File: config.mk
export PLATFORM = sky130hd
export DESIGN_NAME = auth_mac
export DESIGN_NICKNAME = d
export VERILOG_FILES = /design/src/rtl/auth_mac_pkg.sv /design/src/rtl/auth_mac_ctrl.sv /design/src/rtl/auth_mac_acc.sv /design/src/rtl/auth_mac.sv
export SDC_FILE = /design/constraint.sdc
export NUM_CORES = 1
export LEC_CHECK = 0
export CAP_MARGIN = 5
export CORE_MARGIN = 2
export CORE_UTILIZATION = 55
export DETAILED_ROUTE_END_ITERATION = 8
export PLACE_DENSITY_LB_ADDON = 0.1
export SLEW_MARGIN = 20
export SYNTH_ARGS = -nofsm -noshare
export SYNTH_HDL_FRONTEND = slang
export SYNTH_SLANG_ARGS = --single-unit
File: constraint.sdc
create_clock -name clk -period 3 [get_ports clk]
set_input_delay 0.3 -clock clk [delete_from_list [all_inputs] [get_ports clk]]
set_output_delay 0.3 -clock clk [all_outputs]
set_load 0.02 [all_outputs]
File: src/rtl/auth_mac_pkg.sv
package auth_mac_pkg;
  typedef enum logic [2:0] {
    PH_IDLE = 3'd0,
    PH_LDA  = 3'd1,
    PH_LDR  = 3'd2,
    PH_KS   = 3'd3,
    PH_AU   = 3'd4
  } phase_t;
endpackage

File: src/rtl/auth_mac_ctrl.sv
module auth_mac_ctrl
  import auth_mac_pkg::*;
#(
  parameter int W = 64
) (
  input  logic clk,
  input  logic rst_n,
  input  logic start,
  input  logic pre_vld,
  input  logic msg_last,
  output logic load_acc,
  output logic load_sreg,
  output logic ks_slot,
  output logic auth_slot,
  output logic final_auth
);
  localparam int CW = $clog2(W);
  localparam logic [CW-1:0] CMAX = CW'(W - 1);

  phase_t ph_q, ph_d;
  logic [CW-1:0] cnt_q, cnt_d;
  logic last_q, last_d;
  logic act;

  assign act        = pre_vld & ~start;
  assign load_acc   = act & (ph_q == PH_LDA);
  assign load_sreg  = act & (ph_q == PH_LDR);
  assign ks_slot    = act & (ph_q == PH_KS);
  assign auth_slot  = act & (ph_q == PH_AU);
  assign final_auth = auth_slot & last_q;

  always_comb begin
    ph_d   = ph_q;
    cnt_d  = cnt_q;
    last_d = last_q;
    if (start) begin
      ph_d   = PH_LDA;
      cnt_d  = '0;
      last_d = 1'b0;
    end else if (pre_vld) begin
      unique case (ph_q)
        PH_LDA: begin
          cnt_d = cnt_q + 1'b1;
          if (cnt_q == CMAX) ph_d = PH_LDR;
        end
        PH_LDR: begin
          cnt_d = cnt_q + 1'b1;
          if (cnt_q == CMAX) ph_d = PH_KS;
        end
        PH_KS: begin
          last_d = msg_last;
          ph_d   = PH_AU;
        end
        PH_AU:   ph_d = last_q ? PH_IDLE : PH_KS;
        default: ph_d = PH_IDLE;
      endcase
    end
  end

  always_ff @(posedge clk or negedge rst_n) begin
    if (!rst_n) begin
      ph_q   <= PH_IDLE;
      cnt_q  <= '0;
      last_q <= 1'b0;
    end else begin
      ph_q   <= ph_d;
      cnt_q  <= cnt_d;
      last_q <= last_d;
    end
  end


  idle_hold_chk: assert property (@(posedge clk) disable iff (!rst_n)
    (ph_q == PH_IDLE && !start) |=> (ph_q == PH_IDLE));

  slot_excl_chk: assert property (@(posedge clk) disable iff (!rst_n)
    $onehot0({load_acc, load_sreg, ks_slot, auth_slot}));

  stall_chk: assert property (@(posedge clk) disable iff (!rst_n)
    (!pre_vld && !start) |=> ($stable(ph_q) && $stable(cnt_q)));
endmodule

File: src/rtl/auth_mac_acc.sv
module auth_mac_acc #(
  parameter int W    = 64,
  parameter bit PIPE = 1'b1
) (
  input  logic         clk,
  input  logic         rst_n,
  input  logic         clr,
  input  logic         load_en,
  input  logic         load_bit,
  input  logic         upd_en,
  input  logic [W-1:0] term_in,
  input  logic         final_in,
  output logic [W-1:0] acc,
  output logic         done
);
  logic [W-1:0] acc_q, acc_d;
  logic         done_q, done_d;

  assign acc  = acc_q;
  assign done = done_q;

  generate
    if (PIPE) begin : g_pipe
      logic [W-1:0] term_q, term_d;
      logic         tvld_q, tvld_d, fin_q, fin_d;

      always_comb begin
        term_d = term_q;
        tvld_d = upd_en & ~clr;
        fin_d  = final_in & ~clr;
        if (upd_en) term_d = term_in;
        acc_d  = acc_q;
        if (clr)         acc_d = acc_q;
        else if (load_en) acc_d = {load_bit, acc_q[W-1:1]};
        else if (tvld_q)  acc_d = acc_q ^ term_q;
        done_d = fin_q & ~clr;
      end

      always_ff @(posedge clk or negedge rst_n) begin
        if (!rst_n) begin
          term_q <= '0;
          tvld_q <= 1'b0;
          fin_q  <= 1'b0;
        end else begin
          term_q <= term_d;
          tvld_q <= tvld_d;
          fin_q  <= fin_d;
        end
      end


      pipe_done_chk: assert property (@(posedge clk) disable iff (!rst_n)
        done_q |-> $past(final_in, 2));
    end else begin : g_direct
      always_comb begin
        acc_d = acc_q;
        if (clr)          acc_d = acc_q;
        else if (load_en) acc_d = {load_bit, acc_q[W-1:1]};
        else if (upd_en)  acc_d = acc_q ^ term_in;
        done_d = final_in & ~clr;
      end


      direct_done_chk: assert property (@(posedge clk) disable iff (!rst_n)
        done_q |-> $past(final_in));
    end
  endgenerate

  always_ff @(posedge clk or negedge rst_n) begin
    if (!rst_n) begin
      acc_q  <= '0;
      done_q <= 1'b0;
    end else begin
      acc_q  <= acc_d;
      done_q <= done_d;
    end
  end


  done_pulse_chk: assert property (@(posedge clk) disable iff (!rst_n)
    done_q |=> !done_q);
endmodule

File: src/rtl/auth_mac.sv
module auth_mac #(
  parameter int W    = 64,
  parameter bit PIPE = 1'b1
) (
  input  logic         clk,
  input  logic         rst_n,
  input  logic         start,
  input  logic         pre_vld,
  input  logic         pre_bit,
  input  logic         msg_bit,
  input  logic         msg_last,
  output logic         msg_take,
  output logic         ct_vld,
  output logic         ct_bit,
  output logic         done,
  output logic [W-1:0] tag
);
  logic load_acc, load_sreg, ks_slot, auth_slot, final_auth;
  logic [W-1:0] sreg_q, sreg_d;
  logic m_q, m_d, ct_q, ct_d, ctv_q, ctv_d;

  auth_mac_ctrl #(.W(W)) u_ctrl (
    .clk        (clk),
    .rst_n      (rst_n),
    .start      (start),
    .pre_vld    (pre_vld),
    .msg_last   (msg_last),
    .load_acc   (load_acc),
    .load_sreg  (load_sreg),
    .ks_slot    (ks_slot),
    .auth_slot  (auth_slot),
    .final_auth (final_auth)
  );

  auth_mac_acc #(.W(W), .PIPE(PIPE)) u_acc (
    .clk      (clk),
    .rst_n    (rst_n),
    .clr      (start),
    .load_en  (load_acc),
    .load_bit (pre_bit),
    .upd_en   (auth_slot & m_q),
    .term_in  (sreg_q),
    .final_in (final_auth),
    .acc      (tag),
    .done     (done)
  );

  assign msg_take = ks_slot;
  assign ct_vld   = ctv_q;
  assign ct_bit   = ct_q;

  always_comb begin
    sreg_d = sreg_q;
    m_d    = m_q;
    ct_d   = ct_q;
    ctv_d  = ks_slot;
    if (load_sreg || auth_slot) sreg_d = {pre_bit, sreg_q[W-1:1]};
    if (ks_slot) begin
      m_d  = msg_bit;
      ct_d = msg_bit ^ pre_bit;
    end
  end

  always_ff @(posedge clk or negedge rst_n) begin
    if (!rst_n) begin
      sreg_q <= '0;
      m_q    <= 1'b0;
      ct_q   <= 1'b0;
      ctv_q  <= 1'b0;
    end else begin
      sreg_q <= sreg_d;
      m_q    <= m_d;
      ct_q   <= ct_d;
      ctv_q  <= ctv_d;
    end
  end


  ct_after_take_chk: assert property (@(posedge clk) disable iff (!rst_n)
    ct_vld |-> $past(msg_take));

  sreg_stall_chk: assert property (@(posedge clk) disable iff (!rst_n)
    !pre_vld |=> $stable(sreg_q));
endmodule

### Word level (Yosys, flattened, before mapping)

Index checks and enable logic that the tools add are counted.

| word-level totals | value |
|---|---|
| output and inout port bits | 68 |
| bits in registers | 208 |

| cells by class | value |
|---|---|
| reductions and logical operators | 10 |
| multiplexer cells | 14 |
| $add $sub $neg | 1 |
| bitwise operators | 13 |
| eq/ne operators | 7 |

Operator list:

| kind | number |
|---|---|
| 2-to-1 mux 64 bit | 2 |
| bitwise XOR 64 bit | 1 |
| 2-to-1 mux 6 bit | 3 |
| 2-to-1 mux 3 bit | 4 |
| one-hot mux 3 bit (4 select lines) | 1 |
| bitwise AND 1 bit | 10 |
| nonzero test 2 bit | 4 |
| adder 6 x 1 -> 6 bit, second input constant | 1 |
| equality test 3 x 2 -> 1 bit, second input constant | 2 |
| equality test 6 bit, second input constant | 1 |
| inequality test 3 bit, second input constant | 2 |
| AND reduction 2 bit | 3 |
| equality test 3 x 1 -> 1 bit, second input constant | 1 |
| equality test 3 bit, second input constant | 1 |
| 2-to-1 mux 1 bit | 3 |
| AND reduction 3 bit | 1 |
| 2-to-1 mux 2 bit | 1 |
| OR reduction 2 bit | 1 |
| logical OR 1 bit | 1 |
| NOT 1 bit | 1 |
| bitwise XOR 1 bit | 1 |

### Logic depth before layout (Yosys ltp)

| depth | value |
|---|---|
| depth after elaboration | 5 |
| gate-level depth with buffers | 7 |

### Modules after synthesis

Synthesis repeated with hierarchy kept, for this count alone.

| second synthesis, totals | value |
|---|---|
| cells, all modules | 768 |
| area total of the unflattened synthesis | 9,706.8 µm² |

Modules (own cells, without submodules):

| module | cells each | area an instance (µm²) | instances | seq. area each (µm²) |
|---|---|---|---|---|
| auth_mac_acc | 562 | 6,303.5 | 1 | 3,278.1 |
| auth_mac | 143 | 2,798.9 | 1 | 1,676.6 |
| auth_mac_ctrl | 63 | 604.3 | 1 | 250.2 |

### Worst setup path before layout

OpenSTA, ideal clock, no wires.

| timing | value |
|---|---|
| path kind | register to register |
| start | register u_ctrl.ph_q[2] |
| end | register m_q |
| buffers on the path | 1 |
| setup time | 0.125 ns |
| slack | 1.094 ns |
| required time | 2.875 ns |
| cell stages (with the launch flop) | 5 |
| data arrival time | 1.781 ns |
| path through | dfrtp_1 > buf_4 > nand2b_1 > nor3_1 > mux2_2 |

| on the way | value |
|---|---|
| word-level cells in the longest chain between the ends | 2 |

Ends and longest elaborated chain:

| element | RTL line | RTL |
|---|---|---|
| start: declaration | auth_mac_ctrl.sv:20 | `phase_t ph_q, ph_d;` |
| start signal: assignment | auth_mac_ctrl.sv:66 | `ph_q <= ph_d;` |
| equality test 3 x 2 -> 1 bit | auth_mac_ctrl.sv:28 | `assign ks_slot = act & (ph_q == PH_KS);` |
| bitwise AND 1 bit | auth_mac_ctrl.sv:28 |  |
| net msg_take | auth_mac.sv:12 | `output logic msg_take,` |
| end signal: assignment | auth_mac.sv:72 | `m_q <= m_d;` |
| end: declaration | auth_mac.sv:20 | `logic m_q, m_d, ct_q, ct_d, ctv_q, ctv_d;` |

The timed path passes the listed nets, and every way through them passes these cells.
A chain may end at the register's enable or synchronous reset.

### Worst setup path in the final report

| timing | value |
|---|---|
| start | register u_ctrl.ph_q[2] |
| end | output port msg_take |

| on the way | value |
|---|---|
| word-level cells in the longest chain between the ends | 2 |

Ends and longest elaborated chain:

| element | RTL line |
|---|---|
| equality test 3 x 2 -> 1 bit | auth_mac_ctrl.sv:28 |
| bitwise AND 1 bit | auth_mac_ctrl.sv:28 |
| end: declaration | auth_mac.sv:12 |

Every way passes these cells.

==> run summary <==
The flow ran to the end, and the final reports show no timing, DRC or antenna violations. Fill cells in the final layout number 1195. On the final layout, the worst hold slack is 0.4041 ns. The proportion of netlist area held by the largest area contributor came out at 59.07%.

TritonCTS built the clock tree. The initial cell density of the core is 55.87%. The root buffer cell chosen for the clock tree is clkbuf_16. The part of the cycle the worst path needs came out at 90.93%. The startpoint identified for the worst hold timing path is msg_last. Entering global routing, the biggest net connects 129 pins. The internal power of the cells came out at 6.136 mW.

Walking the worst path, the cells encountered are nand2b_1, nor3_1, clkdlybuf4s50_1. The standard cell with the maximum stage delay on the critical path is clkdlybuf4s50_1. The number of buffers added to fix hold violations after cts is 1. In the layout the commonest cells are dfrtp_1 (208), mux2_2 (81), nor2_1 (74). The number of ports placed on the die boundary came out at 75. The worst setup path is launched from a flip-flop. The netlist uses 35 different library cells.

The placed instance count came out at 950. Clock tree synthesis inserted a total of 22 buffers. During placement, the flow inserted port buffers numbering 74. The iteration-0 DRC count of the detailed router is 251. The total iterations of the first detailed-routing run came out at 4. Setup slack closes at 0.2722 ns. The setup TNS came out at 0 ns. The wire length per cell is 14.71 um. The maximum frequency from static timing analysis came out at 0.3666 GHz. The cell accounting for the most synthesized area is dfrtp_1. For this design the total switching power over the nets is 2.657 mW.

The number of post-CTS setup repair buffers came out at 0. The vias after detailed routing came out at 5082. In this run the cell area of the synthesized design comes to 0.008811 mm^2.

The critical path arrival is 2.43 ns. The required time of the worst setup path came out at 2.70 ns. The mean instance size in the synthesized netlist came out at 12.84 um^2. The global-route wire length before repair came out at 25240 um. The net count of the mapped netlist is 694. The number of hold-slack violations in the final timing report was 0.

The overflow left after global routing is 0. The total count of max-transition violations in the final report came out at 0. Setup violations remaining at the end of the flow were counted as 0.

The via count normalized by instance count is 5.159. The time the worst path needs with I/O delays and setup came out at 2.728 ns. The cell count after synthesis came out at 686. The worst setup path is of the flip-flop to output port kind. In this run the core area contains 46 standard-cell rows. The library cell used most frequently in the layout, excluding fill and tap cells, is dfrtp_1. The count of antenna-violating nets left after detailed routing is 0.

The count of nets after finishing is 767. The total number of clock tree sinks came out at 208. The critical path starts at u_ctrl.ph_q[2]. The number of synthesized register bits came out at 208.

The number of global-route vias before repair is 5260. The initial antenna violation count is 0. The vertical die dimension is 130.6 um. The tightest min-delay check is of the input port to flip-flop type. Setup repair after global routing left no endpoint under its margin. The deepest level of the CTS H-tree came out at 1.

The layout-stage area growth over the synthesis result is 19.57%. The count of flip-flops with a built-in enable after synthesis is 0. The area of placed instances came out at 0.009772 mm^2. The proportion of register bits with asynchronous set or reset after synthesis came out at 100.0%. The proportion of total power due to net switching is 30.22%. The warning count from the yosys run is 0.

After synthesis, flip-flops and latches occupy 59.07% of the total area. The most used flip-flop cell after synthesis is dfrtp_1. The clock network power share came out at 32.0%. The number of buffer and inverter stages on the critical path is 1. The worst setup path is captured at an output port.

The die footprint came out at 0.01705 mm^2. The routability congestion estimate came out at 0.7524. The worst register-to-register path begins at u_ctrl.ph_q[2].

The worst-skew pair later-pin latency is 0.50 ns. The finished cells cover 0.01054 mm^2. OpenSTA, run right after detailed placement, puts the worst setup slack at 0.7014 ns. The max-cap check violation count is 0. The delay of the slowest cell on the worst path came out at 0.70 ns. The number of gates given a new drive strength after cts is 0. The total power came out at 8.793 mW.

After clock tree synthesis, the clock-pin slew on the worst setup and hold paths is 0.06 ns. Sorting the synthesized cells by area gives the leading types as dfrtp_1 (59%), mux2_2 (10%), mux2_4 (8.3%). In this run the power density over the cells is 834.6 mW/mm^2. VDD sags by at most 0.0004904 V.

In this design, the largest share of critical-path delay is due to simple AND/OR/NAND/NOR gates. The total wire length after detailed routing came out at 14490 um. The core region is 0.01577 mm^2. Measured against its own limit, the worst slew margin works out to 54.44%. The non-filler instance count after layout is 985. The share of total power dissipated in sequential elements is 41.9%. The die is 130.6 um wide. The repair_antennas step left the layout with diodes totalling 0. The maximum buffer depth of the clock tree is 3.

At the pin with the least slew margin, the transition time is 0.6834 ns. The final HPWL from detailed placement came out at 8710 um. The maximum fanout along the worst path is 10. Cells fill 66.80% of the core in the end. The cell leakage power came out at 4.776 nW.

The share of power burned in combinational logic is 26.1%. The setup skew after layout is 0.01873 ns. Of the cells placed in the final design, the portion with a size suffix greater than 1 is 23.93%. The overall fraction of global-route tracks in use came out at 18.17%. The remaining routing DRC violations came out at 0.
-- Yosys cell counts, types with 2 or more instances --
master / number
nand2_1: 68
mux2_4: 49
xnor2_1: 6
buf_4: 3
buf_6: 6
nand3_1: 2
nand2b_1: 2
nor4b_1: 2
nor2b_1: 3
xor2_1: 64
nor2_1: 74
mux2i_1: 3
inv_1: 2
a21oi_1: 68
dfrtp_1: 208
mux2_2: 81
buf_2: 26
clkbuf_1: 2
-- sequential cells by signal (all words and copies together), names as in the netlist --
| name | count |
|---|---|
| ct_bit | 1 |
| ct_vld | 1 |
| m_q | 1 |
| sreg_q | 64 |
| u_acc.acc | 64 |
| u_acc.done | 1 |
| u_acc.g_pipe.fin_q | 1 |
| u_acc.g_pipe.term_q | 64 |
| u_acc.g_pipe.tvld_q | 1 |
| u_ctrl.cnt_q | 6 |
| u_ctrl.last_q | 1 |
| u_ctrl.ph_q | 3 |
-- worst reg2reg max path, cell delays in order, from the launching register on --
cell      delay (ns)
dfrtp_1         0.57
nand2b_1        0.23
nand2_1         0.11
nand3_4         0.31
buf_12          0.26
mux2_2          0.37
-- power groups by stage --
stage	Clock (mW)	Sequential [mW]	Combinational [mW]
2_1_floorplan	0	4.15	0.820
3_3_place_gp	0	3.71	2.27
3_5_place_dp	0	3.74	2.30
4_1_cts	2.88	3.70	2.32
5_1_grt	2.97	3.76	2.51
6_report	2.81	3.69	2.30
-- final cells by class --
cell class | count | area [um^2] | area share, %
clock buffer | 26 | 606.8 | 5.760
clock inverter | 8 | 146.4 | 1.390
inverter | 2 | 7.507 | 0.07126
sequential | 208 | 5205 | 49.41
timing repair buffer | 87 | 907.1 | 8.610
multi-input combinational | 438 | 3392 | 32.20
tap | 216 | 270.3 | 2.565
-- cell families (layout without fill, tap and decap cells) --
logic type      after synthesis  after routing  synth area share (%)
flops                       208            208                 59.07
simple gates                162            162                 7.839
mux                         133            133                 19.04
compound gates               72             72                 4.218
xor+xnor                     70             70                 6.958
buf+inv                      40            123                 2.726
fa+ha+maj                     1              1                0.1420
-- path summary, 6_finish.rpt --
kind                       depth (start not counted)  slack (ns)             to
setup / recovery                                   3        0.27       msg_take
hold / removal                                     3        0.40  u_ctrl.last_q
setup reg to reg                                   5        1.02     sreg_q[36]
hold reg to reg                                    1        0.48     u_acc.done
max in group asynchronous                          3        1.76  u_acc.acc[22]
min in group asynchronous                          2        0.42  u_acc.acc[28]
-- routing by layer --
metal	global-route usage (%)	wire [um]	vias to the layer above
met4	5.257	342	0
met1	25.00	6660	2531
li1	-	-	2448
met5	0	0	-
met2	29.96	6975	79
met3	3.298	510	24
Note: power is estimated with default switching activity, not from simulation.
